File: src/rtl/rti_gen.sv
module rti_gen #(
  parameter int BASE_CYCLES = 8192,
  parameter int RATE_W      = 2,
  parameter int FLAG_BIT    = 6
) (
  input  logic       clk,
  input  logic       rst,
  input  logic       wr_en,
  input  logic [1:0] addr,
  input  logic [7:0] wdata,
  output logic [7:0] rdata,
  output logic       irq
);
  localparam int MAX_PERIOD = BASE_CYCLES << ((1 << RATE_W) - 1);
  localparam int CW = $clog2(MAX_PERIOD) + 1;
  localparam logic [CW-1:0] BASE_W = CW'(BASE_CYCLES);

  logic [RATE_W-1:0] rate_q;
  logic [CW-1:0]     elapsed;
  logic              flag_q;
  logic              en_q;
  logic [CW-1:0]     period;
  logic              hit;
  logic              clr;

  assign period = BASE_W << rate_q;
  assign hit    = elapsed >= period - CW'(1);
  assign clr    = wr_en && addr == 2'd1 && wdata[FLAG_BIT];
  assign irq    = flag_q & en_q;

  always_ff @(posedge clk) begin
    if (rst) begin
      elapsed <= '0;
      rate_q  <= '0;
      flag_q  <= 1'b0;
      en_q    <= 1'b0;
    end else begin
      elapsed <= hit ? '0 : elapsed + CW'(1);
      if (hit)      flag_q <= 1'b1;
      else if (clr) flag_q <= 1'b0;
      if (wr_en && addr == 2'd0) rate_q <= wdata[RATE_W-1:0];
      if (wr_en && addr == 2'd2) en_q   <= wdata[FLAG_BIT];
    end
  end

  always_comb begin
    rdata = 8'h00;
    case (addr)
      2'd0:    rdata[RATE_W-1:0] = rate_q;
      2'd1:    rdata[FLAG_BIT]   = flag_q;
      2'd2:    rdata[FLAG_BIT]   = en_q;
      default: rdata = 8'h00;
    endcase
  end
endmodule

File: config.mk
export PLATFORM = sky130hd
export DESIGN_NAME = rti_gen
export DESIGN_NICKNAME = d
export VERILOG_FILES = /design/src/rtl/rti_gen.sv
export SDC_FILE = /design/constraint.sdc
export NUM_CORES = 1
export LEC_CHECK = 0
export BUFFER_PORTS_ARGS = -buffer_cell sky130_fd_sc_hd__buf_4
export CORE_MARGIN = 3
export CORE_UTILIZATION = 50
export CTS_CLUSTER_DIAMETER = 50
export DETAILED_ROUTE_END_ITERATION = 16
export PLACE_DENSITY = 0.77
export REMOVE_ABC_BUFFERS = 1
export SETUP_SLACK_MARGIN = 0.15
export SYNTH_ARGS = -nofsm -noshare
export SYNTH_HDL_FRONTEND = slang
export SYNTH_SLANG_ARGS = --single-unit
File: constraint.sdc
create_clock -name clk -period 2.1 [get_ports clk]
set_input_delay 0.105 -clock clk [delete_from_list [all_inputs] [get_ports clk]]
set_output_delay 0.105 -clock clk [all_outputs]
set_load 0.005 [all_outputs]
==> summary.txt, run 1 <==
Run status
  • Status: completed

Synth
  • Ys async rst share: 0%
  • Compound-gate portion of the synthesized area: 5.94%
  • Syn Std Cell Area: 0.00114 sq mm
  • Synth Flop Type: dfxtp_1
  • Post-synthesis mux area share: 0%
  • Synth Area in XOR/XNOR: 10.8%
  • Synth Area in Adders: 8.80%
  • Post-synthesis average cell area: 8.36 sq um
  • Number of synthesized flops with an enable pin: 0
  • Simple-gate share of the synthesized area: 28.8%
  • Top cell type's share of synthesized area: between 30 and 40%
  • Synth Instances: ~140
  • Seq/Total Area, Yosys: a little under two fifths
  • YS warnings: 0
  • Largest family of logic cells by synthesized area: simple AND/OR/NAND/NOR gates
  • Synth cell types: 27
  • Synth area leaders: dfxtp_1 (37%), ha_1 (8.8%), xnor2_1 (7.7%)
  • Cell taking the most area after synthesis: dfxtp_1
  • Yosys reg bits: 21

Die
  • # rows: 16
  • Die width: 53.7 um
  • Top Ports: 22
  • Starting density of the core: 55.2%
  • DIE HEIGHT: 53.7 um
  • Core Area: 0.00206 sq mm
  • Die ar.: between 0.002 and 0.003 sq mm

Power
  • Clk pwr share: between 20% and 30%
  • Comb power frac: 7.8%
  • Leak: 0.483 nW
  • Psw: 156 uW
  • Sequential Power Share: 62.7%
  • Internal power: 504 uW
  • Maximum vdd ir drop: 0.350 mV
  • Power density cells: 530 mW/mm^2
  • Sw frac: 23.6%

Min path
  • Hold Path Origin: wdata[6]
  • Hold worst-path end: en_q
  • HP Class: primary input to flip-flop
  • Hold Path Cell Cnt: 3

Timing
  • Minimum clock period: 1.71 ns
  • Max Fclk: 586 MHz
  • Final slew viol count: 0
  • Final Cycle Share: 81.3%
  • Setup Skew: about 0.0023 ns
  • Hold Vio Cnt, Final: 0
  • RSZ-0062 raised after global routing: no
  • Setup TNS: 0 ns
  • Final setup viols: 0

Routing
  • Remaining DRCs: 0
  • Number of vias per cell: 5.21
  • DR pass1 iterations: 5
  • Post-route ant nets: 0
  • WL final: 2040 um
  • DR iter-0 viols: 13
  • Routed len/inst: 11.6 um
  • DR vias: 912

Finish
  • Combined flip-flop and latch cell area: roughly 420 sq um
  • N_diodes: 0
  • Post-layout net count: 170
  • Layout cell share with drive strength beyond 1: between 10% and 20%
  • Multi-input logic area: 641 sq um
  • Final core occ: 60.3%
  • Layout overhead on the synthesized area: 9.35%
  • Fillers: 198
  • Most common cell after layout, fill and taps aside: dfxtp_1
  • Most frequent cells in the layout: dfxtp_1 (21), nor2_1 (20), nand3_1 (13)

Global routing
  • Largest net degree at the start of global routing: 18
  • Total grt overflow: 0
  • First-pass GRT wire length: 3380 um
  • Vias in the first global route: 834
  • Gr usage total: 16.1%
  • Initial antenna violation count: 0

Clocking
  • Postcts setup bufs: 0
  • Clock Tree Root: clkbuf_4
  • CTS tree: built
  • H-Tree Depth: 1
  • Worst-path clk slew: 0.11 ns
  • Clock Path Buffers: 2
  • Clk_lat worst skew: 0.30 ns
  • Sink Count: 21
  • CTS Buf Count: 3

Placed design
  • RePlAce Congestion: 0.763
  • Post-DP HPWL: between 1500 and 2000 um
  • Port bufs: 11

Critical path
  • Largest stage delay, worst path: 0.41 ns
  • Worst-path fanout max: 17
  • R2R setup slack: 0.39 ns
  • Worst path slowest cell: dfxtp_1
  • Worst EP required: around 2.4 ns
  • Worst Path Arrival: 1.95 ns
  • Reg2reg start: rate_q[1]
  • Critical path's top delay family: compound AO/OA/AOI/OAI gates
  • R2R depth: 7
  • RR Endpoint: elapsed[11]
  • Crit-path cells: inv_1 -> ha_1 -> a21oi_1 -> o21ai_0 -> a311o_1 -> buf_4 -> nor2_1
  • Critical path class: flip-flop to flip-flop
  • Critical Path Source Type: flip-flop
  • Critical path capture point type: flip-flop
  • WP buf/inv: 2

Run
  • Maxcap violations: 0
cells by family after synthesis:
kind of cell | after synthesis
and+or+nand+nor | 64
AOI/OAI and AO/OA | 12
other | 2
xor gates and xnor gates | 14
buffers and inverters | 15
DFF | 21
adders and majority gates | 8
worst min-delay path: stages:
cell and delay [ns]:
buf_4 0.11, nand3_1 0.06, a21oi_1 0.06
cell usage after synthesis, types with 2 or more instances:
master,number
buf_4,5
nor2_1,20
xor2_1,4
nor4_1,4
conb_1,2
buf_6,2
inv_1,6
a21oi_1,9
nor3_1,4
nand3_1,13
nand2_1,11
nand4_1,3
ha_1,8
dfxtp_1,21
and2_1,3
xnor2_1,10
flip-flops by register name, summed over array words and instances (netlist names):
register and cells:
elapsed 17, rate_q 2, flag_q 1, en_q 1
worst max path at each step:
stage | cells past startpoint | to | from
floorplan | 6 | elapsed[10] | rate_q[1]
global placement | 7 | elapsed[7] | rate_q[1]
detailed placement | 7 | elapsed[11] | rate_q[1]
CTS | 7 | elapsed[11] | rate_q[1]
global route | 7 | elapsed[13] | rate_q[1]
finish | 7 | elapsed[11] | rate_q[1]
power groups by stage:
stage	Sequential, mW	Combinational (mW)	Clock, mW
6_report	0.414	0.0517	0.194
2_1_floorplan	0.421	0.0283	0
4_1_cts	0.414	0.0519	0.195
3_5_place_dp	0.423	0.0500	0
5_1_grt	0.415	0.0607	0.209
3_3_place_gp	0.422	0.0480	0
what timing repair did:
action                                  CTS  global route
hold buffers                              1             0
gates resized for setup                   0             0
endpoints found under the setup margin    0             0
endpoints found under the hold margin     3             0
per-stage QoR:
step / hold slack, ns / power [mW] / cells / setup WS (ns) / area (sq um)
floorplan: 0.174 / 0.449 / 131 / 0.489 / 1080
detailed placement: 0.323 / 0.473 / 170 / 0.414 / 1210
global route: 0.0589 / 0.686 / 175 / 0.230 / 1240
finish: 0.0639 / 0.660 / 175 / 0.393 / 1240
global placement: 0.310 / 0.470 / 170 / 0.462 / 1210
CTS: 0.0657 / 0.661 / 175 / 0.387 / 1240
per-layer routing:
metal | up-vias | track usage, % | share of wire, %
met4 | 0 | 6.38 | 0.64
met2 | 18 | 29.0 | 52
met5 | - | 0 | 0
met3 | 2 | 3.60 | 3.4
li1 | 471 | - | -
met1 | 421 | 17.9 | 44
area by class of cell:
cell class	count	area share, %
timing repair buffer	13	8.05
multi-input combinational	104	51.5
sequential	21	33.8
clock buffer	4	2.11
tap	27	2.72
inverter	6	1.81
No activity file was read; power rests on OpenSTA's default activity.
==> run 2: changes to the inputs <==
- ABC_AREA: not set -> 1
- clock period: 2.1 -> 1.6 ns (I/O delays scaled with it)
==> run 2 against run 1 <==
Critical endpoint is now elapsed[14]; via count rose by 15%; synthesized cell count grew 21%; worst setup slack got worse by 0.38 ns; critical path type unchanged; routed wire length rose by 42%; non-clock buffer count up 9; clock skew increased by 0.0021 ns; utilization rose by 13 points; global-route usage is essentially flat; clock-buffer cell count is the same.
==> summary.txt, run 2 <==
Timing
  • RSZ-0062 raised after global routing: yes
  • Final slew viol count: 0 (unchanged)
  • Setup Skew: 0.00431 ns (+0.00205 ns)
  • Final setup viols: 0 (unchanged)
  • Final hold slack: 0.0160 ns (-0.0478 ns)
  • Minimum clock period: 1.58 ns (-0.124 ns)
  • Max Fclk: 631 MHz (+7.8%)
  • Final worst slack: 0.0164 ns (-0.376 ns)
  • Final Cycle Share: 99.0% (+18 points)
  • Hold Vio Cnt, Final: 0 (unchanged)

Finish
  • Post-layout net count: 211 (+24%)
  • Reg with most FFs: elapsed
  • Most frequent cells in the layout: nand2_1 (29), inv_1 (20), buf_4 (18)
  • Layout overhead on the synthesized area: 33.9%
  • Biggest regs: elapsed: 17 flops, rate_q: 2 flops
  • Most common cell after layout, fill and taps aside: nand2_1
  • Fillers: 151 (-24%)
  • Layout cell share with drive strength beyond 1: 37.6% (+25 points)
  • Final Cell Area: 0.00166 sq mm (+34%)
  • N_diodes: 0 (unchanged)
  • Largest register FFs: 17 (unchanged)
  • Non-Filler Instances: 217 (+24%)

Critical path
  • Worst-path fanout max: 8 (-9)
  • R2R depth: 9 (+2)
  • Critical path capture point type: flip-flop
  • Critical Path Source Type: flip-flop
  • Worst Path Arrival: 1.81 ns (-0.14 ns)
  • Critical path class: flip-flop to flip-flop
  • Worst EP required: 1.82 ns (-0.53 ns)

Clocking
  • H-Tree Depth: 1 (unchanged)
  • Clock Path Buffers: 2 (unchanged)
  • Worst-path clk slew: 0.12 ns (about the same)
  • Clk_lat worst skew: 0.31 ns (about the same)
  • CTS tree: built
  • CTS Buf Count: 3 (unchanged)
  • Clock Tree Root: clkbuf_4
  • Sink Count: 21 (unchanged)

Synth
  • Most frequent cell after synthesis: nand2_1
  • Synth area leaders: dfxtp_1 (34%), nand2_1 (10%), ha_1 (8.1%)
  • Post-synthesis average cell area: 7.51 sq um (-10%)
  • Synth Instances: 165 (+21%)
  • Synth cell count leaders: nand2_1 (34), inv_1 (22), nor2_1 (22)
  • Yosys reg bits: 21 (unchanged)
  • Syn Std Cell Area: 0.00124 sq mm (+9.0%)
  • Synth cell types: 23 (-15%)
  • YS warnings: 0 (unchanged)
  • Ys async rst share: 0% (unchanged)
  • Number of synthesized flops with an enable pin: 0 (unchanged)
  • Synth Flop Type: dfxtp_1
  • Cell taking the most area after synthesis: dfxtp_1
  • Seq/Total Area, Yosys: 33.9% (-3.1 points)
  • Top cell type's share of synthesized area: 33.9% (-3.1 points)

Routing
  • Routed len/inst: 13.3 um (+14%)
  • Number of vias per cell: 4.84 (-7.2%)
  • Remaining DRCs: 0 (unchanged)
  • Post-route ant nets: 0 (unchanged)
  • Met1 wire length: 1190 um (+32%)
  • DR pass1 iterations: 4 (-1)
  • Met3 WL: 86 um (+23%)
  • DR vias: 1,050 (+15%)
  • DR iter-0 viols: 18 (+5)
  • Max layer used: met4
  • WL final: 2890 um (+42%)
  • Met2 WL: 1560 um (+48%)

Run
  • Maxcap violations: 0 (unchanged)

Die
  • Starting density of the core: 54.5% (-0.68 points)
  • Core Area: 0.00228 sq mm (+10%)
  • # rows: 17 (+1)
  • Die width: 55.8 um (+3.9%)
  • Top Ports: 22 (unchanged)
  • DIE HEIGHT: 55.8 um (+3.9%)
  • Die ar.: 0.00311 sq mm (+8.0%)

Placed design
  • Post-DP HPWL: 1730 um (+10%)
  • RePlAce Congestion: 0.792 (+3.8%)
  • Worst slack at placement: -0.0915 ns (-0.506 ns)
  • Placed inst area: 0.00135 sq mm (+12%)
  • Cell total after placement: 207 (+22%)
  • Port bufs: 11 (unchanged)

Run status
  • Status: completed

Global routing
  • Vias in the first global route: 992 (+19%)
  • First-pass GRT wire length: 4080 um (+21%)
  • Total grt overflow: 0 (unchanged)
  • Initial antenna violation count: 0 (unchanged)
  • Gr usage total: 16.0% (-0.020 points)
  • Largest net degree at the start of global routing: 12 (-6)

Power
  • Leak: 0.678 nW (+40%)
  • Maximum vdd ir drop: 0.427 mV (+22%)
  • Power density cells: 569 mW/mm^2 (+7.3%)

Min path
  • Hold Path Cell Cnt: 3 (unchanged)
  • HP Class: primary input to flip-flop
==> run 2: cell families after synthesis <==
| group | synth area share, % |
|---|---|
| xor+xnor | 9.89 |
| fa+ha+maj | 8.07 |
| other cells | 0.606 |
| flops | 33.9 |
| simple gates | 33.0 |
| buf+inv | 11.3 |
| compound gates | 3.23 |
==> run 2: critical path: stages (launching register included) <==
cell	delay, ns
dfxtp_2	0.37
buf_4	0.12
inv_1	0.03
nor2_1	0.22
nand3_1	0.19
nor2_2	0.19
nor2_4	0.06
nand3_4	0.10
buf_12	0.15
nor2_1	0.05
==> run 2: through the flow <==
stage               setup TNS, ns  utilization, %  power [mW]
detailed placement         -0.950            59.4       0.633
global placement          -0.0406            59.4       0.629
finish                          0            73.0       0.945
floorplan                       0               -       0.599
global route               -0.646            73.0       0.978
CTS                             0            64.5       0.908
==> run 2: layout make-up <==
class / count / area [sq um] / share of cell area [%]
timing repair buffer: 22 / 210 / 12.7
inverter: 22 / 85.1 / 5.12
multi-input combinational: 120 / 871 / 52.4
tap: 28 / 35.0 / 2.11
clock buffer: 4 / 26.3 / 1.58
sequential: 21 / 433 / 26.1
==> run 2: what timing repair did <==
action | 4_1_cts | 5_1_grt
setup buffers | 2 | 2
setup endpoints to repair | 18 | 18
resized for setup | 9 | 39
pin swaps | 2 | 8
hold buffers | 1 | 0
endpoints found under the hold margin | 2 | 0
cloned | 0 | 1
==> run 2: report_power, final <==
part	switching [mW]	total, mW	internal (mW)	leakage [nW]
clock	0.169	0.267	0.0976	0.0150
sequential	0.0143	0.548	0.533	0.174
combinational	0.0645	0.130	0.0658	0.489
total	0.248	0.945	0.697	0.678
==> run 2: routing by layer <==
layer | global-route usage (%) | up-vias
li1 | - | 541
met1 | 18.9 | 483
met2 | 28.5 | 19
met3 | 2.78 | 7
met4 | 6.25 | 0
met5 | 0 | -
==> run 2: worst paths after layout <==
path         startpoint           to  slack (ns)
max          elapsed[0]  elapsed[14]        0.02
min            wdata[0]    rate_q[0]        0.02
max reg2reg  elapsed[0]  elapsed[14]        0.02
min reg2reg        en_q         en_q        0.51
